<file path="src/rtl/rwin_pkg.sv">
`timescale 1ns/1ps
package rwin_pkg;
    typedef enum logic [1:0] {
        KIND_MEM,
        KIND_REG,
        KIND_SEL
    } kind_t;

    typedef enum logic [1:0] {
        ST_IDLE,
        ST_MEM,
        ST_REG,
        ST_SEL
    } state_t;
endpackage

</file>
<file path="src/rtl/rwin_decode.sv">
`timescale 1ns/1ps
module rwin_decode
    import rwin_pkg::*;
#(
    parameter int ADDR_W = 27,
    parameter int NUM_FUNC = 4,
    parameter logic [ADDR_W-1:0] REGION_BASE = 27'h600_0000,
    parameter logic [ADDR_W-1:0] SEL_BASE = 27'h611_0210,
    parameter logic [ADDR_W-1:0] SEL_STRIDE = 27'h20,
    parameter logic [ADDR_W-1:0] GLOB_LO = 27'h610_0000,
    parameter logic [ADDR_W-1:0] GLOB_HI = 27'h61F_FFFF,
    localparam int FUNC_W = (NUM_FUNC > 1) ? $clog2(NUM_FUNC) : 1
) (
    input  logic [ADDR_W-1:0] addr,
    output kind_t             kind,
    output logic [FUNC_W-1:0] sel_idx,
    output logic              glob_hit
);
    logic [NUM_FUNC-1:0] hit;

    for (genvar f = 0; f < NUM_FUNC; f++) begin : g_selcmp
        localparam logic [ADDR_W-1:0] SEL_ADDR = SEL_BASE + SEL_STRIDE * ADDR_W'(f);
        assign hit[f] = (addr == SEL_ADDR);
    end

    always_comb begin
        sel_idx = '0;
        for (int i = 0; i < NUM_FUNC; i++) begin
            if (hit[i]) sel_idx = FUNC_W'(i);
        end
    end

    always_comb begin
        if (addr < REGION_BASE)  kind = KIND_MEM;
        else if (|hit)           kind = KIND_SEL;
        else                     kind = KIND_REG;
    end

    assign glob_hit = (addr >= GLOB_LO) && (addr <= GLOB_HI);
endmodule

</file>
<file path="src/rtl/rwin_selbank.sv">
`timescale 1ns/1ps
module rwin_selbank #(
    parameter int NUM_FUNC = 4,
    localparam int FUNC_W = (NUM_FUNC > 1) ? $clog2(NUM_FUNC) : 1
) (
    input  logic                clk,
    input  logic                rst,
    input  logic                wr_en,
    input  logic [FUNC_W-1:0]   wr_idx,
    input  logic                wr_bit,
    output logic [NUM_FUNC-1:0] sel_q
);
    for (genvar f = 0; f < NUM_FUNC; f++) begin : g_bit
        always_ff @(posedge clk) begin
            if (rst)                                   sel_q[f] <= 1'b0;
            else if (wr_en && (wr_idx == FUNC_W'(f)))  sel_q[f] <= wr_bit;
        end
    end

    // a write changes only the addressed function's bit
    a_r4_write_lands: assert property (@(posedge clk) disable iff (rst)
        wr_en |=> (sel_q[$past(wr_idx)] == $past(wr_bit)));
    a_r4_others_kept: assert property (@(posedge clk) disable iff (rst)
        wr_en |=> (((sel_q ^ $past(sel_q)) & ~(NUM_FUNC'(1) << $past(wr_idx))) == '0));
    a_r4_no_write_stable: assert property (@(posedge clk) disable iff (rst)
        !wr_en |=> $stable(sel_q));
endmodule

</file>
<file path="src/rtl/rwin_xlate.sv">
`timescale 1ns/1ps
module rwin_xlate
    import rwin_pkg::*;
#(
    parameter int ADDR_W = 27,
    parameter int DATA_W = 32,
    parameter int NUM_FUNC = 4,
    parameter int SEL_BIT = 25,
    parameter logic [ADDR_W-1:0] REGION_BASE = 27'h600_0000,
    parameter logic [ADDR_W-1:0] SEL_BASE = 27'h611_0210,
    parameter logic [ADDR_W-1:0] SEL_STRIDE = 27'h20,
    parameter logic [ADDR_W-1:0] GLOB_LO = 27'h610_0000,
    parameter logic [ADDR_W-1:0] GLOB_HI = 27'h61F_FFFF,
    localparam int FUNC_W = (NUM_FUNC > 1) ? $clog2(NUM_FUNC) : 1,
    localparam int OFF_W = $clog2((2 ** ADDR_W) - int'(REGION_BASE))
) (
    input  logic              clk,
    input  logic              rst,
    input  logic [FUNC_W-1:0] host_func,
    input  logic [ADDR_W-1:0] host_addr,
    input  logic              host_rd,
    input  logic              host_wr,
    input  logic [DATA_W-1:0] host_wdata,
    output logic [DATA_W-1:0] host_rdata,
    output logic [ADDR_W-1:0] mem_addr,
    output logic              mem_rd,
    output logic              mem_wr,
    input  logic [DATA_W-1:0] mem_rdata,
    output logic [OFF_W:0]    reg_addr,
    output logic              reg_rd,
    output logic              reg_wr,
    input  logic [DATA_W-1:0] reg_rdata,
    output logic [DATA_W-1:0] fab_wdata
);
    kind_t               kind;
    logic [FUNC_W-1:0]   sel_idx;
    logic                glob_hit;
    logic [NUM_FUNC-1:0] sel_q;
    logic                req;
    logic                sel_wr_en;

    state_t              state_q, state_d;
    logic [ADDR_W-1:0]   cap_addr;
    logic [OFF_W-1:0]    cap_off;
    logic                cap_wr;
    logic [DATA_W-1:0]   cap_wdata;
    logic                cap_win;
    logic                cap_selbit;

    assign req       = host_rd | host_wr;
    assign sel_wr_en = req && host_wr && (kind == KIND_SEL);

    rwin_decode #(
        .ADDR_W(ADDR_W), .NUM_FUNC(NUM_FUNC), .REGION_BASE(REGION_BASE),
        .SEL_BASE(SEL_BASE), .SEL_STRIDE(SEL_STRIDE),
        .GLOB_LO(GLOB_LO), .GLOB_HI(GLOB_HI)
    ) u_decode (
        .addr(host_addr), .kind(kind), .sel_idx(sel_idx), .glob_hit(glob_hit)
    );

    rwin_selbank #(.NUM_FUNC(NUM_FUNC)) u_selbank (
        .clk(clk), .rst(rst), .wr_en(sel_wr_en), .wr_idx(sel_idx),
        .wr_bit(host_wdata[SEL_BIT]), .sel_q(sel_q)
    );

    // next-state: every edge takes the kind of the request presented
    always_comb begin
        state_d = ST_IDLE;
        if (req) begin
            unique case (kind)
                KIND_MEM: state_d = ST_MEM;
                KIND_REG: state_d = ST_REG;
                KIND_SEL: state_d = ST_SEL;
                default:  state_d = ST_IDLE;
            endcase
        end
    end

    always_ff @(posedge clk) begin
        if (rst) begin
            state_q    <= ST_IDLE;
            cap_addr   <= '0;
            cap_off    <= '0;
            cap_wr     <= 1'b0;
            cap_wdata  <= '0;
            cap_win    <= 1'b0;
            cap_selbit <= 1'b0;
        end else begin
            state_q <= state_d;
            if (req) begin
                cap_addr   <= host_addr;
                cap_off    <= OFF_W'(host_addr - REGION_BASE);
                cap_wr     <= host_wr;
                cap_wdata  <= host_wdata;
                cap_win    <= glob_hit ? 1'b0 : sel_q[host_func];
                cap_selbit <= sel_q[sel_idx];
            end
        end
    end

    // outputs decoded from the in-flight state
    always_comb begin
        host_rdata = '0;
        mem_addr   = cap_addr;
        mem_rd     = 1'b0;
        mem_wr     = 1'b0;
        reg_addr   = {cap_win, cap_off};
        reg_rd     = 1'b0;
        reg_wr     = 1'b0;
        fab_wdata  = cap_wdata;
        unique case (state_q)
            ST_IDLE: ;
            ST_MEM: begin
                mem_rd     = !cap_wr;
                mem_wr     = cap_wr;
                host_rdata = cap_wr ? '0 : mem_rdata;
            end
            ST_REG: begin
                reg_rd     = !cap_wr;
                reg_wr     = cap_wr;
                host_rdata = cap_wr ? '0 : reg_rdata;
            end
            ST_SEL: begin
                host_rdata = cap_wr ? '0 : (DATA_W'(cap_selbit) << SEL_BIT);
            end
            default: ;
        endcase
    end

    // low addresses reach the memory port untranslated
    a_r2_mem_follows: assert property (@(posedge clk) disable iff (rst)
        (req && host_addr < REGION_BASE) |=>
            ((mem_rd || mem_wr) && mem_addr == $past(host_addr) && !reg_rd && !reg_wr));
    // region offset is carried into the fabric address
    a_r3_reg_offset: assert property (@(posedge clk) disable iff (rst)
        (req && kind == KIND_REG) |=>
            ((reg_rd || reg_wr) && reg_addr[OFF_W-1:0] == OFF_W'($past(host_addr) - REGION_BASE)));
    // select-register accesses stay local
    a_r5_sel_local: assert property (@(posedge clk) disable iff (rst)
        (req && kind == KIND_SEL) |=> !(mem_rd || mem_wr || reg_rd || reg_wr));
    // global range always on page 0
    a_r6_global_page0: assert property (@(posedge clk) disable iff (rst)
        (req && kind == KIND_REG && glob_hit) |=> (reg_addr[OFF_W] == 1'b0));
    // page bit follows the issuing function outside the global range
    a_r7_page_func: assert property (@(posedge clk) disable iff (rst)
        (req && kind == KIND_REG && !glob_hit) |=> (reg_addr[OFF_W] == $past(sel_q[host_func])));
    // at most one strobe
    a_r9_one_strobe: assert property (@(posedge clk) disable iff (rst)
        $onehot0({mem_rd, mem_wr, reg_rd, reg_wr}));
    // no request, no activity
    a_r10_idle_quiet: assert property (@(posedge clk) disable iff (rst)
        !req |=> (!mem_rd && !mem_wr && !reg_rd && !reg_wr && host_rdata == '0));
endmodule

</file>
<file path="config.mk">
export PLATFORM = sky130hd
export DESIGN_NAME = rwin_xlate
export DESIGN_NICKNAME = d
export VERILOG_FILES = /design/src/rtl/rwin_pkg.sv /design/src/rtl/rwin_decode.sv /design/src/rtl/rwin_selbank.sv /design/src/rtl/rwin_xlate.sv
export SDC_FILE = /design/constraint.sdc
export NUM_CORES = 1
export LEC_CHECK = 0
export BUFFER_PORTS_ARGS = -buffer_cell sky130_fd_sc_hd__buf_2
export CAP_MARGIN = 40
export CORE_MARGIN = 10
export CORE_UTILIZATION = 24
export DETAILED_ROUTE_END_ITERATION = 8
export GPL_ROUTABILITY_DRIVEN = 0
export PLACE_DENSITY = 0.6
export SETUP_SLACK_MARGIN = 0.3
export SYNTH_ARGS = -nofsm -noshare
export SYNTH_HDL_FRONTEND = slang
export SYNTH_SLANG_ARGS = --single-unit
</file>
<file path="constraint.sdc">
create_clock -name clk -period 1.7 [get_ports clk]
set_input_delay 0 -clock clk [delete_from_list [all_inputs] [get_ports clk]]
set_output_delay 0 -clock clk [all_outputs]
set_load 0.01 [all_outputs]
</file>
==> results of run 1 <==
-- final timing paths --
check                  end               start  cells past startpoint  slack [ns]
max          host_rdata[6]          state_q[1]                      5        0.23
min                 cap_wr                 rst                      2        0.11
max reg2reg        cap_win  u_selbank.sel_q[2]                      3        0.42
min reg2reg  fab_wdata[29]       fab_wdata[29]                      2        0.45
-- flip-flops by register name, summed over array words and instances, names as in the netlist --
register         flops
cap_selbit           1
mem_addr            27
fab_wdata           32
cap_wr               1
cap_win              1
u_selbank.sel_q      4
state_q              2
-- routing by layer --
layer	up-vias	wire length (um)
met5	-	13
met4	2	142
met3	15	1230
met2	166	6910
met1	1751	5690
li1	1876	-
-- cells in the mapped netlist --
cell      count  area [um2]
nand2_1     123         462
inv_1         2        7.51
a22o_1       31         272
a41oi_2       1        16.3
nor3b_1       4        30.0
or2_2         2        12.5
or4b_4        2        27.5
mux4_2        1        22.5
a41o_2        1        11.3
or3b_2        1        8.76
dfxtp_1      68        1360
a211oi_2      1        12.5
clkbuf_1     26        97.6
nand2b_1      5        31.3
and3b_1       2        17.5
mux2i_1       6        60.1
nand3_1       1        5.00
nor2_1        7        26.3
nor4bb_1      1        10.0
nor3_1        2        10.0
and3_1        1        6.26
nand4_1       4        25.0
mux2_2        1        11.3
nor3_4        2        32.5
a21oi_1      62         310
a31oi_1       1        6.26
buf_2         1        5.00
nor4_1        2        12.5
buf_4        26         195
-- area by class of cell --
| type | instances | share of cell area (%) |
|---|---|---|
| Timing Repair Buffer | 331 | 38.2 |
| Multi-Input combinational cell | 264 | 27.1 |
| Sequential cell | 68 | 24.9 |
| Clock buffer | 11 | 4.41 |
| Tap cell | 172 | 3.91 |
| Clock inverter | 4 | 1.34 |
| Inverter | 2 | 0.136 |
-- repair_timing --
action                                 CTS  global route
buffers inserted                         3             3
hold buffers                            61             0
setup endpoints to repair               34            39
gates cloned                             5             1
pin swaps                               11            20
endpoints found under the hold margin   60             0
resized for setup                       26            17
-- cells by family (layout without fill, tap and decap cells) --
family          count (synthesis)  in the layout
compound gates                 97             97
simple gates                  159            159
buf+inv                        55            348
flops                          68             68
mux                             8              8
-- power by group --
| group | leakage [nW] | total [W] | internal, W | switching (W) |
|---|---|---|---|---|
| clock network | 0.156 | 0.00199 | 0.00131 | 0.000670 |
| logic | 2.08 | 0.000893 | 0.000461 | 0.000432 |
| registers | 0.565 | 0.00174 | 0.00169 | 0.0000575 |
-- critical path, delay by kind of cell, from the launching register on --
family,cells,cell delay (ns)
flip-flops,1,0.38
AND/OR/NAND/NOR,1,0.22
buffers and inverters,3,0.41
AO/OA/AOI/OAI,1,0.15
-- metrics by stage --
stage | power [W] | util [%] | instance area, um2
detailed placement | 0.00251 | 34.4 | 4350
global placement | 0.00250 | 34.4 | 4350
finish | 0.00462 | 43.4 | 5510
CTS | 0.00468 | 42.8 | 5420
global route | 0.00485 | 43.4 | 5510
floorplan | 0.00214 | - | 3110
-- cell usage in the layout, fill, tap and decap left out, types with 2 or more instances in the layout --
cell type and count:
mux2i_1 6, nor3b_4 2, nor3_4 2, bufinv_16 2, a21oi_1 61, buf_2 245, clkbuf_16 9, nor3b_1 2
nor4_1 2, buf_8 7, nand4_1 4, or4b_4 2, nand2b_1 5, nor2_1 5, inv_1 2, and3b_1 2
dlygate4sd3_1 61, buf_4 11, dfxtp_4 3, buf_6 7, nor3_1 2, dfxtp_1 65, nand2_1 123, a22o_1 31
or2_2 2
==> impl_metrics.yaml, run 1 <==
cells_and_area:
  multi_input_area_um2: 1490
  seqCellArea_um2: 1370
  fill_cells: 1247
  nets: 805
  drive_above_1_share_pct: 45.0
  antennaDiodeCount: 0
  final_cells: 852
  syn_to_final_growth_pct: 77.3
sta:
  post-route-period-util_pct: 86.7
  drv_slew: 0
  tightest_slew_ns: 0.467
  finalSetupViolCount: 0
  hold_ws_ns: 0.106
  fin_crit_ns: 1.47
  relSlewSlack_pct: 68.9
  fin_ws_ns: 0.227
  fin_skew_ns: 0.00877
  finalSetupTns_ns: 0
  max_freq_mhz: 679
  rsz0062_at_grt: "true"
  hold_viol_final: 0
route:
  drtPass1Iterations: 4
  drc: 0
  wl_per_cell_um: 16.4
  vias: 3810
  final_antenna_net_count: 0
  dr.first_iter.drc_count: 155
  via_per_inst: 4.47
  wl_mm: 14.0
critical_path:
  end_kind: "output pin"
  crit_type: "flip-flop to output pin"
  crit_fanout: 8
  worstPathCellList: "nor3b_4 > buf_4 > buf_8 > a22o_1 > buf_2"
  worst_ep_arrival_time_ns: 1.47
  start_kind: "flip-flop"
  cp_slowest_cell: "dfxtp_4"
  required_ns: 1.70
  cpPeakStageDelay_ns: 0.38
synthesis:
  synth.distinct_cells: 29
  syn-cell-area_um2: 3110
  synthCells: 387
  yosys_warnings: 0
  muxShareOfSynthArea_pct: 3.02
  synth_compound_area_share_pct: 20.2
  synth_seq_area_share_pct: 43.8
  synth-xor-area-share_pct: 0
  ys_ff_latch: 68
  synth_top_family_by_area: "simple AND/OR/NAND/NOR gates"
  avgSynthCellArea_um2: 8.02
  synth_simple_gate_area_share_pct: 23.1
  synth_nets: 516
  synth-adder-area-share_pct: 0
clock_network:
  htree_levels: 3
  cts_buffers: 9
  insertion_delay_ns: 0.34
  cts_sinks: 68
  cts_root_buffer: "clkbuf_16"
  cts_tree: "built"
  path_clk_slew_ns: 0.05
  ctsLongestPathBuffers: 2
floorplan:
  std_cell_rows: 41
  die_x_um: 134
  io_pins: 250
  core_um2: 12700
  die_h_um: 134
  start_util_pct: 24.5
  die_area_um2: 17900
grt:
  grt_pass1_wl_mm: 21.1
  globalRouteMet3Util_pct: 6.58
  antenna_found_initial: 1
  grt_usage_pct: 14.6
  grt_use_met2_pct: 25.3
  grt_max_degree: 31
  grt_pass1_vias: 4017
  grt-ovfl-total: 0
  grt_busiest_layer: "met2"
  grt_use_met1_pct: 15.7
job:
  drv_cap: 0
pwr:
  peakVddDrop_uv: 636
  powerDensity_nw_per_um2: 839
  power_leakage_nw: 2.80
place:
  io_buffers: 249
  placedCellCount: 764
  dp_hpwl_mm: 10.2
  pre_cts_ws_ns: 0.311
run_status:
  outcome: "completed"
min_path:
  hold_path_class: "input port to flip-flop"
Note: power is estimated with default switching activity, not from simulation.
==> inputs of run 2 (changes only) <==
- PLACE_DENSITY: 0.6 -> 0.62
- clock period: 1.7 -> 1.2 ns (I/O delays scaled with it)
==> run 2 against run 1 <==
The run now ends with negative setup slack left. Cell count increased by 0.12%. Critical path depth stayed put. Non-clock buffer count fell by 1. Sequential power rose by 42%. Utilization rose by 0.23 points. Hold slack got worse by 0.079 ns. Via count shrank 1.5%. Count of clock-buffer cells in the layout up 2. Register-to-register slack worse by 0.39 ns. Critical endpoint is now host_rdata[8]. Largest power group unchanged. Highest routed layer is now met4.
==> impl_metrics.yaml, run 2 (synthesized netlist as in run 1, its figures left out) <==
run_status:
  outcome: "finished with violations"
  violations: "negative setup slack"
cells_and_area:
  final_cell_mix: "241 x buf_2, 123 x nand2_1, 61 x dfxtp_1"
  design_area_um2: 5530
  drive_above_1_share_pct: 45.6
  final_common_cell: "buf_2"
  largest_reg_flops: 32
  post-route-util_pct: 43.7
  syn_to_final_growth_pct: 78.2
  nets: 804
  fill_cells: 1252
floorplan:
  std_cell_rows: 41
  die_x_um: 134
  core_um2: 12700
  start_util_pct: 24.5
  io_pins: 250
  die_h_um: 134
  die_area_um2: 17900
sta:
  post-route-period-util_pct: 124
  relSlewSlack_pct: 74.7
  max_freq_mhz: 674
  finalSetupTns_ns: -8.33
  hold_viol_final: 0
  hold_ws_ns: 0.0265
  finalSetupViolCount: 34
  rsz0062_at_grt: "true"
  fin_crit_ns: 1.48
  tightest_slew_ns: 0.380
  fin_ws_ns: -0.284
  drv_slew: 0
  fin_skew_ns: 0.00533
pwr:
  power_leakage_nw: 2.81
  powerDensity_nw_per_um2: 1130
  peakVddDrop_uv: 944
grt:
  grt_pass1_wl_mm: 20.3
  grt_max_degree: 36
  grt_usage_pct: 13.9
  antenna_found_initial: 1
  grt_pass1_vias: 3850
  grt-ovfl-total: 0
clock_network:
  insertion_delay_ns: 0.33
  path_clk_slew_ns: 0.06
  htree_levels: 3
  ctsLongestPathBuffers: 2
  cts_root_buffer: "clkbuf_16"
  cts_buffers: 9
  cts_tree: "built"
  cts_sinks: 68
critical_path:
  crit_fanout: 8
  worst_ep_arrival_time_ns: 1.48
  required_ns: 1.20
  start_kind: "flip-flop"
  end_kind: "output pin"
  crit_type: "flip-flop to output pin"
place:
  pre_cts_ws_ns: -0.188
  dpl_cell_area_um2: 4430
  dp_hpwl_mm: 9.89
  io_buffers: 249
min_path:
  hold_path_class: "input port to flip-flop"
route:
  final_antenna_net_count: 0
  drtPass1Iterations: 5
  wl_mm: 13.7
  wl_per_cell_um: 16.1
  vias: 3754
  drc: 0
  via_per_inst: 4.40
  dr.first_iter.drc_count: 76
job:
  drv_cap: 0
-- run 2: where the power goes --
group	leakage, nW	switching [W]	internal, W	total (W)
Combinational	2.10	0.000598	0.000645	0.00124
Sequential	0.567	0.0000808	0.00239	0.00247
Clock	0.145	0.000979	0.00158	0.00256
Total	2.81	0.00166	0.00461	0.00627
-- run 2: layer usage --
layer / GRT usage [%] / wire length, um / vias to the layer above / part of all wire [%]
li1: - / - / 1875 / -
met2: 24.6 / 6930 / 174 / 50
met3: 7.14 / 1400 / 20 / 10
met5: 0 / 0 / - / 0
met1: 13.9 / 5170 / 1685 / 38
met4: 4.35 / 236 / 0 / 1.7
-- run 2: critical path, cell delays in order, from the launching register on --
cell and delay [ns]:
dfxtp_4 0.37, nor3b_4 0.19, buf_6 0.16, buf_12 0.13, a22o_1 0.15, buf_2 0.14
-- run 2: worst paths after layout --
check	from	to	slack, ns	depth (start not counted)
min reg2reg	fab_wdata[9]	fab_wdata[9]	0.45	2
min	host_addr[23]	mem_addr[23]	0.03	4
max reg2reg	u_selbank.sel_q[3]	cap_win	0.03	3
max	state_q[1]	host_rdata[8]	-0.28	5
-- run 2: stage by stage --
step	cells	total power (W)
5_1_grt	853	0.00657
3_5_place_dp	765	0.00357
4_1_cts	846	0.00632
3_3_place_gp	765	0.00356
6_report	853	0.00627
2_1_floorplan	387	0.00306
-- run 2: final cells by class --
type                    instances  area, um2  area share, %
clock inverters                 3       18.8          0.339
diodes                          1       2.50         0.0452
inverters                       2       7.51          0.136
clock buffers                  13        272           4.91
well taps                     172        215           3.89
flip-flops and latches         68       1380           24.9
multi-input cells             264       1490           26.9
repair buffers                330       2150           38.9
-- run 2: repair_timing --
item,4_1_cts,5_1_grt
gates resized for setup,7,15
endpoints found under the setup margin,43,43
setup buffers,6,3
pin swaps,5,6
cloned,0,3
hold endpoints to repair,58,0
hold buffers,59,0
==> inputs of run 3 (changes only) <==
- BUFFER_PORTS_ARGS: -buffer_cell sky130_fd_sc_hd__buf_2 -> -buffer_cell sky130_fd_sc_hd__buf_4
==> run 3 against run 2 <==
The flow still finishes with violations (negative setup slack). Non-clock buffer count increased by 2. Clock power is 11% higher. Final area rose by 11%. Critical path type unchanged. Critical endpoint unchanged. Largest cell class unchanged.
==> impl_metrics.yaml, run 3 (synthesized netlist as in run 1, its figures left out) <==
pwr:
  powerDensity_nw_per_um2: 1110
  power_leakage_nw: 2.97
  peakVddDrop_uv: 803
route:
  via_per_inst: 4.45
  final_antenna_net_count: 0
  vias: 3806
  wl_per_cell_um: 16.9
  dr.first_iter.drc_count: 161
  drc: 0
  wl_mm: 14.4
  drtPass1Iterations: 4
sta:
  finalSetupViolCount: 34
  fin_skew_ns: 0.00421
  fin_ws_ns: -0.243
  relSlewSlack_pct: 74.2
  hold_viol_final: 0
  rsz0062_at_grt: "true"
  drv_slew: 0
  hold_ws_ns: 0.0259
  finalSetupTns_ns: -6.94
  max_freq_mhz: 693
  post-route-period-util_pct: 120
  fin_crit_ns: 1.44
  tightest_slew_ns: 0.387
place:
  io_buffers: 249
  dp_hpwl_mm: 10.6
  pre_cts_ws_ns: -0.205
  dpl_cell_area_um2: 5030
grt:
  grt_pass1_wl_mm: 21.6
  antenna_found_initial: 1
  grt_pass1_vias: 3953
  grt_max_degree: 36
  grt-ovfl-total: 0
  grt_usage_pct: 15.0
min_path:
  hold_path_class: "input port to flip-flop"
  hp-start: "host_addr[23]"
cells_and_area:
  final_cell_mix: "255 x buf_4, 123 x nand2_1, 60 x dfxtp_1"
  seqCellArea_um2: 1380
  fill_cells: 1159
  design_area_um2: 6160
  largest_reg_flops: 32
  drive_above_1_share_pct: 45.7
  syn_to_final_growth_pct: 98.3
  nets: 806
  multi_input_area_um2: 1480
  final_common_cell: "buf_4"
critical_path:
  end_kind: "output pin"
  crit-reg2reg-launch: "u_selbank.sel_q[2]"
  rr_worst_depth: 3
  crit_fanout: 12
  worst_ep_arrival_time_ns: 1.44
  crit_path_end: "host_rdata[8]"
  worstReg2RegEnd: "cap_win"
  rrSetupSlack_ns: 0.03
  start_kind: "flip-flop"
  required_ns: 1.20
  startpoint: "state_q[0]"
  crit_type: "flip-flop to output pin"
floorplan:
  die_h_um: 134
  die_area_um2: 17900
  start_util_pct: 24.5
  io_pins: 250
  core_um2: 12700
  die_x_um: 134
  std_cell_rows: 41
clock_network:
  htree_levels: 3
  ctsLongestPathBuffers: 2
  cts_buffers: 9
  cts_tree: "built"
  path_clk_slew_ns: 0.06
  insertion_delay_ns: 0.33
  cts_sinks: 68
  cts_root_buffer: "clkbuf_16"
run_status:
  outcome: "finished with violations"
  violations: "negative setup slack"
job:
  drv_cap: 0
==> run 3: where the power goes <==
group          switching, W  total (W)  internal [W]
Sequential        0.0000950    0.00248       0.00239
Combinational      0.000616    0.00150      0.000880
Clock              0.000966    0.00284       0.00187
==> run 3: layer usage <==
metal | track usage, % | up-vias | wire length [um]
met5 | 0 | - | 0
met4 | 5.80 | 0 | 272
met3 | 7.18 | 20 | 1550
met2 | 26.7 | 169 | 7430
met1 | 14.7 | 1742 | 5200
li1 | - | 1875 | -
==> run 3: worst min path at each step <==
stage / cells after the start / to / slack, ns
detailed placement: 3 / fab_wdata[26] / 0.26
floorplan: 2 / cap_wr / 0.12
global placement: 3 / fab_wdata[12] / 0.26
global route: 4 / mem_addr[23] / 0.02
CTS: 4 / mem_addr[23] / 0.006
finish: 4 / mem_addr[23] / 0.03
==> run 3: through the flow <==
step           utilization, %  power, W  cells
2_1_floorplan               -   0.00306    387
3_3_place_gp             39.7   0.00380    766
3_5_place_dp             39.7   0.00382    766
4_1_cts                  47.7   0.00686    848
5_1_grt                  48.6   0.00713    855
6_report                 48.6   0.00682    855
==> run 3: repair_timing <==
action                                  CTS  global route
endpoints found under the setup margin   43           104
resized for setup                        13            12
hold buffers                             60             0
pin swaps                                 4             9
hold endpoints to repair                 60             0
setup buffers                             6             4
cloned                                    0             2
==> run 3: cell type report <==
| class | instances | area share [%] |
|---|---|---|
| clock inverters | 4 | 1.18 |
| flip-flops and latches | 68 | 22.4 |
| inverters | 2 | 0.122 |
| diodes | 1 | 0.0406 |
| clock buffers | 12 | 4.00 |
| repair buffers | 332 | 44.7 |
| well taps | 172 | 3.50 |
| multi-input cells | 264 | 24.1 |
==> run 3: worst max-delay path: stages, from the launching register on <==
cell     delay (ns)
dfxtp_4        0.38
nor3b_4        0.21
buf_4          0.21
a22o_1         0.18
buf_4          0.13
